<file path="src/rtl/pdiv_pkg.sv">
// Shared definitions for the pulse-swallow counter pair.
// Assumes: P is at least two bits wider than the band-independent P field.
package pdiv_pkg;
    typedef enum logic {
        BAND_LO = 1'b0,
        BAND_HI = 1'b1
    } band_t;

    localparam int DEF_P_WIDTH    = 7;
    localparam int DEF_S_WIDTH    = 6;
    localparam int DEF_LO_S_WIDTH = 5;
endpackage

</file>
<file path="src/rtl/pdiv_p_counter.sv">
// Programmable P down counter. Effective count is {1, band, p_lo}.
// Raises load_o for one cycle when the count reaches zero and reloads P-1
// on that edge, so strobes are P cycles apart.
// Assumes: P_WIDTH >= 3; reset leaves the count at zero so the first edge loads.
module pdiv_p_counter #(
    parameter int P_WIDTH = pdiv_pkg::DEF_P_WIDTH,
    localparam int PL_WIDTH = P_WIDTH - 2
) (
    input  logic                clk,
    input  logic                rst_n,
    input  pdiv_pkg::band_t     band_i,
    input  logic [PL_WIDTH-1:0] p_lo_i,
    output logic                load_o
);
    logic [P_WIDTH-1:0] p_cnt;
    logic [P_WIDTH-1:0] p_eff;

    // Assemble the effective P word with the fixed top bit and the band bit.
    assign p_eff  = {1'b1, band_i, p_lo_i};
    assign load_o = (p_cnt == '0);

    // Count down; on the strobe cycle reload P-1.
    always_ff @(posedge clk) begin
        if (!rst_n) begin
            p_cnt <= '0;
        end else if (load_o) begin
            p_cnt <= p_eff - P_WIDTH'(1);
        end else begin
            p_cnt <= p_cnt - P_WIDTH'(1);
        end
    end

    // Strobe is a single cycle wide because P-1 is never zero.
    p_single_strobe_r5: assert property (@(posedge clk) disable iff (!rst_n)
        load_o |=> !load_o);
endmodule

</file>
<file path="src/rtl/pdiv_s_counter.sv">
// Swallow counter. Loads S at the strobe and counts down while the modulus
// control is low. Sets the control when the count reaches zero, then holds
// its state frozen until the next strobe. In the low band the bits at and
// above LO_S_WIDTH are forced to zero.
// Assumes: LO_S_WIDTH < S_WIDTH.
module pdiv_s_counter #(
    parameter int S_WIDTH    = pdiv_pkg::DEF_S_WIDTH,
    parameter int LO_S_WIDTH = pdiv_pkg::DEF_LO_S_WIDTH
) (
    input  logic               clk,
    input  logic               rst_n,
    input  logic               load_i,
    input  pdiv_pkg::band_t    band_i,
    input  logic [S_WIDTH-1:0] s_i,
    output logic               mod_o
);
    logic [S_WIDTH-1:0] s_eff;
    logic [S_WIDTH-1:0] s_cnt;
    logic               mod_q;

    // Per-bit band masking of the program word.
    for (genvar i = 0; i < S_WIDTH; i++) begin : g_mask
        if (i < LO_S_WIDTH) begin : g_keep
            assign s_eff[i] = s_i[i];
        end else begin : g_band
            assign s_eff[i] = s_i[i] & (band_i == pdiv_pkg::BAND_HI);
        end
    end

    assign mod_o = mod_q;

    // Load on strobe, count down while active, freeze once zero is reached.
    always_ff @(posedge clk) begin
        if (!rst_n) begin
            s_cnt <= '0;
            mod_q <= 1'b1;
        end else if (load_i) begin
            s_cnt <= s_eff;
            mod_q <= (s_eff == '0);
        end else if (!mod_q) begin
            s_cnt <= s_cnt - S_WIDTH'(1);
            if (s_cnt == S_WIDTH'(1)) begin
                mod_q <= 1'b1;
            end
        end
    end

    // Frozen state while the modulus control is high.
    p_freeze_r4: assert property (@(posedge clk) disable iff (!rst_n)
        (mod_q && !load_i) |=> $stable(s_cnt));
    // Control low only while swallow cycles remain.
    p_active_nonzero_r3: assert property (@(posedge clk) disable iff (!rst_n)
        (!mod_q && !load_i) |-> (s_cnt != '0));
endmodule

</file>
<file path="src/rtl/pdiv_prog_check.sv">
// Program word checker. At each strobe it flags an S value that is not below
// P, or a low-band S with bits set at or above LO_S_WIDTH. The flag holds
// for the whole division cycle.
// Assumes: P_WIDTH >= S_WIDTH.
module pdiv_prog_check #(
    parameter int P_WIDTH    = pdiv_pkg::DEF_P_WIDTH,
    parameter int S_WIDTH    = pdiv_pkg::DEF_S_WIDTH,
    parameter int LO_S_WIDTH = pdiv_pkg::DEF_LO_S_WIDTH,
    localparam int PL_WIDTH  = P_WIDTH - 2
) (
    input  logic                clk,
    input  logic                rst_n,
    input  logic                load_i,
    input  pdiv_pkg::band_t     band_i,
    input  logic [PL_WIDTH-1:0] p_lo_i,
    input  logic [S_WIDTH-1:0]  s_i,
    output logic                err_o
);
    logic [P_WIDTH-1:0] p_eff;
    logic [S_WIDTH-1:0] s_eff;
    logic               hi_bits;
    logic               too_big;

    // Derive the values the counters will load.
    always_comb begin
        p_eff   = {1'b1, band_i, p_lo_i};
        hi_bits = (s_i[S_WIDTH-1:LO_S_WIDTH] != '0);
        s_eff   = s_i;
        if (band_i == pdiv_pkg::BAND_LO) begin
            s_eff[S_WIDTH-1:LO_S_WIDTH] = '0;
        end
        too_big = (P_WIDTH'(s_eff) >= p_eff);
    end

    // Capture the fault on the strobe edge only.
    always_ff @(posedge clk) begin
        if (!rst_n) begin
            err_o <= 1'b0;
        end else if (load_i) begin
            err_o <= too_big || (hi_bits && (band_i == pdiv_pkg::BAND_LO));
        end
    end

    p_err_hold_r9: assert property (@(posedge clk) disable iff (!rst_n)
        !load_i |=> $stable(err_o));
endmodule

</file>
<file path="src/rtl/pswallow_counter_pair.sv">
// Top of the pulse-swallow counter pair. The P counter paces the division
// cycle. The S counter sets the modulus control after S swallow cycles.
// The checker validates the program words. The strobe doubles as the
// divided output.
// Assumes: clk is the prescaler output; program words are static around
// the strobe edge.
module pswallow_counter_pair #(
    parameter int P_WIDTH    = pdiv_pkg::DEF_P_WIDTH,
    parameter int S_WIDTH    = pdiv_pkg::DEF_S_WIDTH,
    parameter int LO_S_WIDTH = pdiv_pkg::DEF_LO_S_WIDTH
) (
    input  logic                 clk,
    input  logic                 rst_n,
    input  logic                 band_sel,
    input  logic [P_WIDTH-3:0]   p_prog,
    input  logic [S_WIDTH-1:0]   s_prog,
    output logic                 mod_ctl,
    output logic                 div_out,
    output logic                 load_stb,
    output logic                 prog_err
);
    pdiv_pkg::band_t band;

    // Map the raw select pin onto the band type.
    assign band    = pdiv_pkg::band_t'(band_sel);
    assign div_out = load_stb;

    pdiv_p_counter #(.P_WIDTH(P_WIDTH)) u_pcnt (
        .clk    (clk),
        .rst_n  (rst_n),
        .band_i (band),
        .p_lo_i (p_prog),
        .load_o (load_stb)
    );

    pdiv_s_counter #(.S_WIDTH(S_WIDTH), .LO_S_WIDTH(LO_S_WIDTH)) u_scnt (
        .clk    (clk),
        .rst_n  (rst_n),
        .load_i (load_stb),
        .band_i (band),
        .s_i    (s_prog),
        .mod_o  (mod_ctl)
    );

    pdiv_prog_check #(.P_WIDTH(P_WIDTH), .S_WIDTH(S_WIDTH), .LO_S_WIDTH(LO_S_WIDTH)) u_chk (
        .clk    (clk),
        .rst_n  (rst_n),
        .load_i (load_stb),
        .band_i (band),
        .p_lo_i (p_prog),
        .s_i    (s_prog),
        .err_o  (prog_err)
    );

    // Modulus control never falls inside a division cycle.
    p_mod_monotonic_r4: assert property (@(posedge clk) disable iff (!rst_n)
        (!load_stb && mod_ctl) |=> mod_ctl);
    // With valid words the swallow phase ends before the P count does.
    p_mod_at_strobe_r3: assert property (@(posedge clk) disable iff (!rst_n)
        (load_stb && !prog_err) |-> mod_ctl);
endmodule

</file>
<file path="config.mk">
export PLATFORM = sky130hd
export DESIGN_NAME = pswallow_counter_pair
export DESIGN_NICKNAME = d
export VERILOG_FILES = /design/src/rtl/pdiv_pkg.sv /design/src/rtl/pdiv_p_counter.sv /design/src/rtl/pdiv_s_counter.sv /design/src/rtl/pdiv_prog_check.sv /design/src/rtl/pswallow_counter_pair.sv
export SDC_FILE = /design/constraint.sdc
export NUM_CORES = 1
export LEC_CHECK = 0
export BUFFER_PORTS_ARGS = -buffer_cell sky130_fd_sc_hd__buf_2
export CAP_MARGIN = 5
export CORE_AREA = 2 2 58 60
export DETAILED_ROUTE_END_ITERATION = 6
export DIE_AREA = 0 0 60 62
export GPL_TIMING_DRIVEN = 0
export SLEW_MARGIN = 20
export SYNTH_ARGS = -nofsm -noshare
export SYNTH_HDL_FRONTEND = slang
export SYNTH_SLANG_ARGS = --single-unit
</file>
<file path="constraint.sdc">
create_clock -name clk -period 2.45 [get_ports clk]
set_input_delay 0.49 -clock clk [delete_from_list [all_inputs] [get_ports clk]]
set_output_delay 0.49 -clock clk [all_outputs]
set_load 0.03 [all_outputs]
</file>
==> flow_summary_export.csv, run 1 <==
group,metric,value,unit
clocking,cts_resized,0,
floorplanning,core.rowCount,21,
yosys,yosys.area_share.xor_xnor,6.97,%
sta,whs,451,ps
sta,fin_skew,1.55,ps
layout,regArea,303,µm²
layout,utilization,33.2,%
yosys,avgSynthCellArea,8.80,µm²
clocking,cts_tree,"yes",
sta,tightestPinTransition,464,ps
floorplanning,pin_count,18,
drt,ant_nets,0,
global_routing,grt_pass1_wl,3220,µm
pwr,finalPower,1.40,mW
clocking,postCtsSetupBuffers,0,
sta,period_needed,2190,ps
yosys,syn_inst,100,
critical_path,max_stage_delay,420,ps
critical_path,crit_chain,"nor4_4, nand3_2, inv_2, buf_4, buf_2",
global_routing,grt-ovfl-total,0,
floorplanning,fp.dieW,60,µm
floorplanning,core,0.00318,mm²
sta,timing.fmax,457,MHz
sta,hold_viol,0,
global_routing,grt_usage,11.5,%
layout,antennaDiodeCount,0,
drt,remaining_drc_errors,0,
clocking,postCtsHoldBufs,0,
run,maxCapViolCount,0,
critical_path,crit_type,"reg2out",
status,outcome,"finished clean",
sta,report.final.setup_viol,0,
sta,maxSlewViolCount,0,
global_routing,grt_pass1_vias,757,
layout,drive_gt1_share,27.3,%
critical_path,critical_path.slowest_cell,"nor4_4",
placed_design,dpl_cell_area,0.00102,mm²
yosys,synth-seq-cells,15,
critical_path,required,1960,ps
floorplanning,initial_core_util,27.7,%
sta,max_slew_margin,68.8,%
yosys,syn-num-nets,117,
pwr,cellPowerDensity,1320,mW/mm²
layout,layout.nets,139,
worst_hold_path,hold_class,"in2reg",
yosys,synth.cell_area,880,µm²
sta,rsz0062_at_grt,"false",
critical_path,endpoint_kind,"output pin",
drt,drt-pass1-iter-count,4,
yosys,synth_edf_count,0,
clocking,clk_pin_slew_worst_paths,90,ps
drt,wl_per_cell,11.7,µm
critical_path,worst-r2r-setup-slack,280,ps
critical_path,worstPathMaxFanout,8,
clocking,numCtsBuffers,3,
clocking,insertion_delay,290,ps
yosys,synth_mux_area_share,0,%
floorplanning,die_area,0.00372,mm²
clocking,cts.path.max_buffers,2,
layout,final_cell_area,0.00106,mm²
critical_path,crit_arrival,1700,ps
yosys,ys.flop_type,"dfxtp_1",
drt,vias_per_cell,4.78,
yosys,synth_compound_area_share,24.5,%
clocking,cts_num_sinks,15,
sta,fin_tns_setup,0,ps
yosys,synth-adder-area-share,4.27,%
placed_design,place.gp.congestion,0.829,
clocking,cts_max_level,1,
critical_path,cp-start-kind,"register",
yosys,yosysSeqAreaShare,34.1,%
global_routing,antenna_found_initial,0,
clocking,cts_root_buffer,"clkbuf_4",
pwr,vdd_drop_max,0.326,mV
floorplanning,die_h,62,µm
drt,wl,1960,µm
placed_design,dp_hpwl,1530,µm
layout,n_fill_cell,344,
drt,drt_iter0_drc,18,
placed_design,io_buffers,17,
yosys,ys_types,40,
layout,multiInputGateArea,546,µm²
yosys,synth_simple_gate_area_share,26.0,%
drt,dr_total_vias,799,
global_routing,grt_max_degree,11,
yosys,yosys_warnings,0,
yosys,synth_top_family_by_area,"simple AND/OR/NAND/NOR gates",
yosys,async_reset_ff_share,0,%
sta,fin_crit_sh,89.4,%
layout,area_growth_syn_to_layout,20.1,%
pwr,p_leak,0.450,nW
## cells by family after synthesis
kind of cell | count (synthesis)
flip-flops | 15
buffers and inverters | 8
adder cells (fa/ha/maj) | 3
XOR/XNOR | 7
AO/OA/AOI/OAI | 28
AND/OR/NAND/NOR | 39
## per-layer routing
layer | part of all wire, % | vias up | routed length, µm | track usage (%)
met1 | 46 | 376 | 897 | 14.4
li1 | - | 407 | - | -
met3 | 1.4 | 2 | 28 | 1.24
met5 | 0 | - | 0 | 0
met4 | 1.0 | 0 | 20 | 5.71
met2 | 52 | 14 | 1010 | 19.7
## final cells by class
| cell class | instances | share of cell area, % |
|---|---|---|
| tap | 46 | 5.45 |
| inverter | 4 | 1.42 |
| multi-input combinational | 77 | 51.7 |
| sequential | 15 | 28.7 |
| clock buffer | 4 | 2.49 |
| timing repair buffer | 17 | 8.06 |
| buffer | 4 | 2.25 |
## critical path, delay by kind of cell, from the launching register on
family	cells	cell delay (ps)
flops	1	370
simple gates	2	580
buf+inv	3	460
## metrics by stage
stage / worst slack (ps) / instances
finish: 260 / 167
global route: 97.3 / 167
CTS: 116 / 167
detailed placement: 138 / 163
global placement: 247 / 163
floorplan: 323 / 100
## worst paths after layout
check,from,endpoint,cells after the start
worst min-delay path,s_prog[1],u_scnt.s_cnt[1]$_SDFFE_PN0P_,3
worst min register to register,u_chk.err_o$_SDFFE_PN0N_,u_chk.err_o$_SDFFE_PN0N_,2
worst max register to register,u_pcnt.p_cnt[6]$_SDFF_PN0_,u_pcnt.p_cnt[4]$_SDFF_PN0_,10
worst max-delay path,u_pcnt.p_cnt[1]$_SDFF_PN0_,load_stb,5
## power by group
group          internal, mW  switching [mW]  total, mW  leakage [nW]
clock network        0.0633          0.0842      0.147        0.0150
logic                 0.368           0.420      0.788         0.310
registers             0.344           0.119      0.463         0.125
## registers in the layout, summed over array words and instances (netlist names)
name and flops:
u_chk.err_o 1, u_pcnt.p_cnt 7, u_scnt.mod_o 1, u_scnt.s_cnt 6
## synth_stat cells, drive strengths merged, types with 4 or more instances
cell type | count | area share (%)
a21oi | 6 | 3.4
nor2 | 10 | 4.6
a21boi | 5 | 4.3
inv | 4 | 1.7
dfxtp | 15 | 34
xnor2 | 5 | 5.0
nand2 | 10 | 4.3
## cell usage in the layout, fill, tap and decap left out, drive strengths merged, types with 3 or more instances in the layout
master | synthesis | routed
inv | 4 | 4
nor3 | 3 | 3
o21ai | 3 | 3
a21boi | 5 | 5
buf | 3 | 19
and2 | 3 | 3
ha | 3 | 3
a21oi | 6 | 6
dfxtp | 15 | 15
o211a | 3 | 3
clkbuf | 1 | 6
nand2 | 10 | 10
nor2 | 10 | 10
nor4 | 3 | 3
xnor2 | 5 | 5
Note: power is estimated with default switching activity, not from simulation.
==> run 2, diff against run 1 <==
- CORE_AREA: 2 2 58 60 -> 2 2 45 47
- CTS_CLUSTER_SIZE: unset -> 20
- DIE_AREA: 0 0 60 62 -> 0 0 47 49
- PLACE_DENSITY: unset -> 0.72
==> flow_summary_export.csv, run 2 (synthesis results as in run 1) <==
group,metric,value,unit
pwr,power_switching,606,µW
layout,most-common-layout-cells,"buf_2 (19), dfxtp_1 (15), nand2_1 (10), nor2_1 (9), a21oi_1 (6)",
global_routing,grt-ovfl-total,0,
critical_path,crit_arrival,2490,ps
pwr,p_int,757,µW
worst_hold_path,worstHoldStart,"s_prog[1]",
layout,area_growth_syn_to_layout,16.6,%
layout,layout.nets,139,
sta,rsz0062_at_grt,"false",
drt,remaining_drc_errors,0,
global_routing,grt_pass1_wl,3030,µm
clocking,cts_tree,"yes",
sta,tightestPinTransition,429,ps
pwr,p_clk_share,10.7,%
critical_path,r2r-end,"u_pcnt.p_cnt[4]$_SDFF_PN0_",
drt,wirelength_met1,849,µm
layout,largestRegisters,"u_pcnt.p_cnt x7, u_scnt.s_cnt x6",
sta,timing.fmax,433,MHz
floorplanning,fp.dieW,47,µm
layout,n_fill_cell,191,
clocking,cts_root_buffer,"clkbuf_4",
layout,final_common_cell,"buf_2",
drt,dr_wl_met3,85,µm
pwr,cellPowerDensity,1330,mW/mm²
sta,fin_crit_sh,94.3,%
placed_design,place.gp.congestion,0.825,
sta,report.final.setup_viol,0,
drt,wl,1740,µm
layout,antennaDiodeCount,0,
pwr,seqPwrFrac,33.5,%
critical_path,worst-r2r-setup-slack,140,ps
pwr,p_leak,0.451,nW
sta,maxSlewViolCount,0,
layout,regArea,300,µm²
critical_path,endpoint_kind,"register",
pwr,vdd_drop_max,0.670,mV
layout,largest_reg_flops,7,
worst_hold_path,min_to,"u_scnt.s_cnt[1]$_SDFFE_PN0P_",
pwr,p_comb_share,55.7,%
global_routing,grt_usage,17.4,%
layout,largest_register,"u_pcnt.p_cnt",
layout,drive_gt1_share,26.4,%
drt,drt-pass1-iter-count,4,
clocking,insertion_delay,290,ps
floorplanning,die_h,49,µm
global_routing,antenna_found_initial,0,
placed_design,dpl_cell_area,998,µm²
sta,hold_viol,0,
drt,drt_iter0_drc,10,
clocking,cts_resized,0,
placed_design,dp_hpwl,1330,µm
clocking,cts_max_level,1,
drt,routed-wl-met2,794,µm
critical_path,worstPathMaxFanout,8,
clocking,numCtsBuffers,3,
placed_design,io_buffers,17,
critical_path,reg2reg_depth,9,
drt,dr_total_vias,806,
drt,wl_per_cell,11.8,µm
floorplanning,core,0.00184,mm²
floorplanning,initial_core_util,47.8,%
drt,ant_nets,0,
floorplanning,die_area,0.00230,mm²
sta,max_slew_margin,71.1,%
status,outcome,"finished clean",
layout,utilization,55.7,%
critical_path,required,2630,ps
clocking,cts_num_sinks,15,
sta,whs,449,ps
critical_path,crit_type,"reg2reg",
global_routing,grt_max_degree,11,
sta,fin_skew,8.25,ps
pwr,swShare,44.4,%
critical_path,cp-start-kind,"register",
worst_hold_path,hold_class,"in2reg",
worst_hold_path,hold_path_depth,3,
layout,multiInputGateArea,543,µm²
drt,dr.max_layer_used,"met4",
global_routing,grt_pass1_vias,722,
clocking,postCtsSetupBuffers,0,
clocking,cts.path.max_buffers,2,
sta,period_needed,2310,ps
clocking,clk_pin_slew_worst_paths,100,ps
layout,final_cell_area,0.00103,mm²
floorplanning,pin_count,18,
floorplanning,core.rowCount,16,
critical_path,r2r_start,"u_pcnt.p_cnt[4]$_SDFF_PN0_",
sta,fin_tns_setup,0,ps
run,maxCapViolCount,0,
drt,vias_per_cell,5.45,
clocking,postCtsHoldBufs,0,
==> run 2: cell types whose count changed in the layout (fill, tap and decap cells not counted), sizes merged <==
cell,before,now
clkbuf,6,4
buf,19,20
clkinv,0,1
==> run 2: area by class of cell <==
| type | instances | area share [%] |
|---|---|---|
| multi-input cells | 77 | 52.9 |
| flip-flops and latches | 15 | 29.3 |
| repair buffers | 17 | 8.29 |
| well taps | 27 | 3.29 |
| clock buffers | 3 | 2.20 |
| plain buffers | 4 | 2.07 |
| inverters | 4 | 1.46 |
| clock inverters | 1 | 0.488 |
==> run 2: critical path, stage by stage (launching register included) <==
cell      delay [ps]
dfxtp_1          480
nor2_1           130
nand3_2          130
inv_2             90
a21oi_1          190
ha_1             210
or3b_2           510
o21bai_1         180
a32oi_1          200
a21boi_1          80
==> run 2: stage by stage <==
step / worst slack, ps / total power, mW / cells
2_1_floorplan: 323 / 1.07 / 100
3_3_place_gp: 214 / 1.20 / 144
3_5_place_dp: 185 / 1.22 / 144
4_1_cts: 151 / 1.37 / 148
5_1_grt: 18.2 / 1.48 / 148
6_report: 139 / 1.36 / 148
==> run 2: power by group through the flow <==
stage          logic, mW  registers (mW)  clock network, mW
6_report           0.760           0.457              0.146
5_1_grt            0.848           0.476              0.160
4_1_cts            0.765           0.456              0.148
3_5_place_dp       0.758           0.463                  0
3_3_place_gp       0.745           0.456                  0
2_1_floorplan      0.608           0.458                  0
==> run 2: worst max path at each step <==
| stage | from | endpoint | slack (ps) |
|---|---|---|---|
| finish | u_pcnt.p_cnt[4]$_SDFF_PN0_ | u_pcnt.p_cnt[4]$_SDFF_PN0_ | 140 |
| CTS | u_pcnt.p_cnt[4]$_SDFF_PN0_ | u_pcnt.p_cnt[4]$_SDFF_PN0_ | 150 |
| global route | u_pcnt.p_cnt[4]$_SDFF_PN0_ | u_pcnt.p_cnt[4]$_SDFF_PN0_ | 20 |
| global placement | u_pcnt.p_cnt[4]$_SDFF_PN0_ | u_pcnt.p_cnt[4]$_SDFF_PN0_ | 210 |
| floorplan | u_pcnt.p_cnt[6]$_SDFF_PN0_ | u_pcnt.p_cnt[4]$_SDFF_PN0_ | 320 |
| detailed placement | u_pcnt.p_cnt[4]$_SDFF_PN0_ | u_pcnt.p_cnt[4]$_SDFF_PN0_ | 180 |
==> run 2: per-layer routing <==
| layer | vias up | GRT usage (%) |
|---|---|---|
| li1 | 405 | - |
| met5 | - | 0 |
| met2 | 17 | 27.9 |
| met3 | 2 | 4.81 |
| met1 | 382 | 23.4 |
| met4 | 0 | 2.78 |
==> run 3, diff against run 2 <==
- CELL_PAD_IN_SITES_DETAIL_PLACEMENT: unset -> 1
- CELL_PAD_IN_SITES_GLOBAL_PLACEMENT: unset -> 2
- CORE_AREA: 2 2 45 47 -> 2 2 57 59
- DIE_AREA: 0 0 47 49 -> 0 0 59 61
- PLACE_DENSITY: 0.72 -> 0.83
==> flow_summary_export.csv, run 3 (synthesis results as in run 1) <==
group,metric,value,unit
layout,area_growth_syn_to_layout,18.4,%
critical_path,r2r-end,"u_pcnt.p_cnt[4]$_SDFF_PN0_",
clocking,cts_num_sinks,15,
sta,report.final.setup_viol,0,
floorplanning,fp.dieW,59,µm
worst_hold_path,worstHoldStart,"s_prog[0]",
drt,ant_nets,0,
layout,final_cell_area,0.00104,mm²
critical_path,crit_arrival,2440,ps
layout,largestRegisters,"u_pcnt.p_cnt x7, u_scnt.s_cnt x6",
global_routing,grt_usage,13.6,%
drt,remaining_drc_errors,0,
layout,drive_gt1_share,28.1,%
clocking,insertion_delay,280,ps
layout,antennaDiodeCount,0,
sta,fin_crit_sh,92.5,%
critical_path,reg2reg_depth,9,
sta,tightestPinTransition,472,ps
sta,fin_skew,2.55,ps
layout,largest_register,"u_pcnt.p_cnt",
global_routing,antenna_found_initial,0,
layout,most-common-layout-cells,"buf_2 (18), dfxtp_1 (14), nand2_1 (10), nor2_1 (9)",
clocking,cts_max_level,1,
pwr,seqPwrFrac,32.9,%
critical_path,required,2620,ps
floorplanning,die_area,0.00360,mm²
layout,final_common_cell,"buf_2",
placed_design,dp_hpwl,1650,µm
floorplanning,die_h,61,µm
floorplanning,initial_core_util,29.8,%
sta,rsz0062_at_grt,"false",
placed_design,io_buffers,17,
clocking,numCtsBuffers,3,
critical_path,worst-r2r-setup-slack,180,ps
layout,layout.nets,139,
drt,wl_per_cell,13.5,µm
clocking,clk_pin_slew_worst_paths,100,ps
pwr,power_switching,631,µW
sta,period_needed,2270,ps
critical_path,worstPathMaxFanout,8,
drt,vias_per_cell,5.18,
critical_path,cp-start-kind,"register",
pwr,vdd_drop_max,0.448,mV
worst_hold_path,hold_class,"in2reg",
run,maxCapViolCount,0,
global_routing,grt_max_degree,11,
layout,n_fill_cell,368,
pwr,swShare,45.2,%
global_routing,grt-ovfl-total,0,
sta,maxSlewViolCount,0,
placed_design,place.gp.congestion,0.732,
drt,wl,2080,µm
critical_path,endpoint_kind,"register",
drt,dr_total_vias,798,
sta,max_slew_margin,68.2,%
global_routing,grt_pass1_wl,3650,µm
floorplanning,core,0.00295,mm²
critical_path,r2r_start,"u_pcnt.p_cnt[5]$_SDFF_PN0_",
critical_path,crit_type,"reg2reg",
drt,drt_iter0_drc,4,
clocking,cts_tree,"yes",
global_routing,grt_pass1_vias,823,
placed_design,dpl_cell_area,0.00101,mm²
worst_hold_path,min_to,"u_scnt.s_cnt[0]$_SDFFE_PN0P_",
clocking,cts_root_buffer,"clkbuf_4",
status,outcome,"finished clean",
sta,hold_viol,0,
clocking,cts.path.max_buffers,2,
layout,largest_reg_flops,7,
floorplanning,pin_count,18,
pwr,p_int,764,µW
pwr,cellPowerDensity,1340,mW/mm²
clocking,postCtsSetupBuffers,0,
sta,fin_tns_setup,0,ps
floorplanning,core.rowCount,20,
worst_hold_path,hold_path_depth,3,
pwr,p_leak,0.451,nW
drt,drt-pass1-iter-count,3,
sta,timing.fmax,441,MHz
pwr,p_clk_share,10.5,%
pwr,p_comb_share,56.5,%
[run 3: repair_timing]
action,4_1_cts,5_1_grt
resized for setup,0,3
hold endpoints to repair,0,0
hold buffers,0,0
setup endpoints to repair,0,1
[run 3: worst max-delay path by stage]
stage	from	end	slack [ps]	cells past startpoint
2_1_floorplan	u_pcnt.p_cnt[6]$_SDFF_PN0_	u_pcnt.p_cnt[4]$_SDFF_PN0_	320	10
3_3_place_gp	u_pcnt.p_cnt[4]$_SDFF_PN0_	u_pcnt.p_cnt[4]$_SDFF_PN0_	160	9
3_5_place_dp	u_pcnt.p_cnt[4]$_SDFF_PN0_	u_pcnt.p_cnt[4]$_SDFF_PN0_	120	9
4_1_cts	u_pcnt.p_cnt[4]$_SDFF_PN0_	u_pcnt.p_cnt[4]$_SDFF_PN0_	80	9
5_1_grt	u_pcnt.p_cnt[5]$_SDFF_PN0_	u_pcnt.p_cnt[4]$_SDFF_PN0_	10	9
6_report	u_pcnt.p_cnt[5]$_SDFF_PN0_	u_pcnt.p_cnt[4]$_SDFF_PN0_	180	9
[run 3: area by class of cell]
type	instances	area, µm²	area share (%)
multi-input cells	77	547	52.5
flip-flops and latches	15	302	29.0
repair buffers	17	85.1	8.17
well taps	33	41.3	3.97
plain buffers	4	23.8	2.28
clock buffers	3	22.5	2.16
inverters	4	15.0	1.44
clock inverters	1	5.00	0.481
[run 3: through the flow]
| stage | std cells | total power, mW | utilization, % | hold WS (ps) | worst slack (ps) |
|---|---|---|---|---|---|
| 3_3_place_gp | 150 | 1.22 | 34.1 | 437 | 164 |
| 2_1_floorplan | 100 | 1.07 | - | 499 | 323 |
| 3_5_place_dp | 150 | 1.25 | 34.1 | 464 | 116 |
| 4_1_cts | 154 | 1.41 | 35.0 | 443 | 75.3 |
| 6_report | 154 | 1.40 | 35.3 | 446 | 183 |
| 5_1_grt | 154 | 1.54 | 35.3 | 443 | 9.99 |
[run 3: worst max-delay path: stages (launching register included)]
cell and delay [ps]:
dfxtp_1 460, nor2_1 120, nand3_2 120, inv_2 100, a21oi_2 180, ha_1 200
or3b_2 510, o21bai_1 190, a32oi_1 200, a21boi_1 80
[run 3: power groups by stage]
stage | Combinational [mW] | Clock (mW) | Sequential [mW]
5_1_grt | 0.893 | 0.166 | 0.479
3_5_place_dp | 0.788 | 0 | 0.462
6_report | 0.789 | 0.147 | 0.459
2_1_floorplan | 0.608 | 0 | 0.458
3_3_place_gp | 0.763 | 0 | 0.459
4_1_cts | 0.796 | 0.152 | 0.457
[run 3: metal layers]
layer  routed length [µm]  up-vias  GRT usage (%)
met1                  962      383           17.8
met3                   76        2           1.92
met2                 1010       11           21.3
met4                   27        0           8.12
met5                    0        -              0
li1                     -      402              -
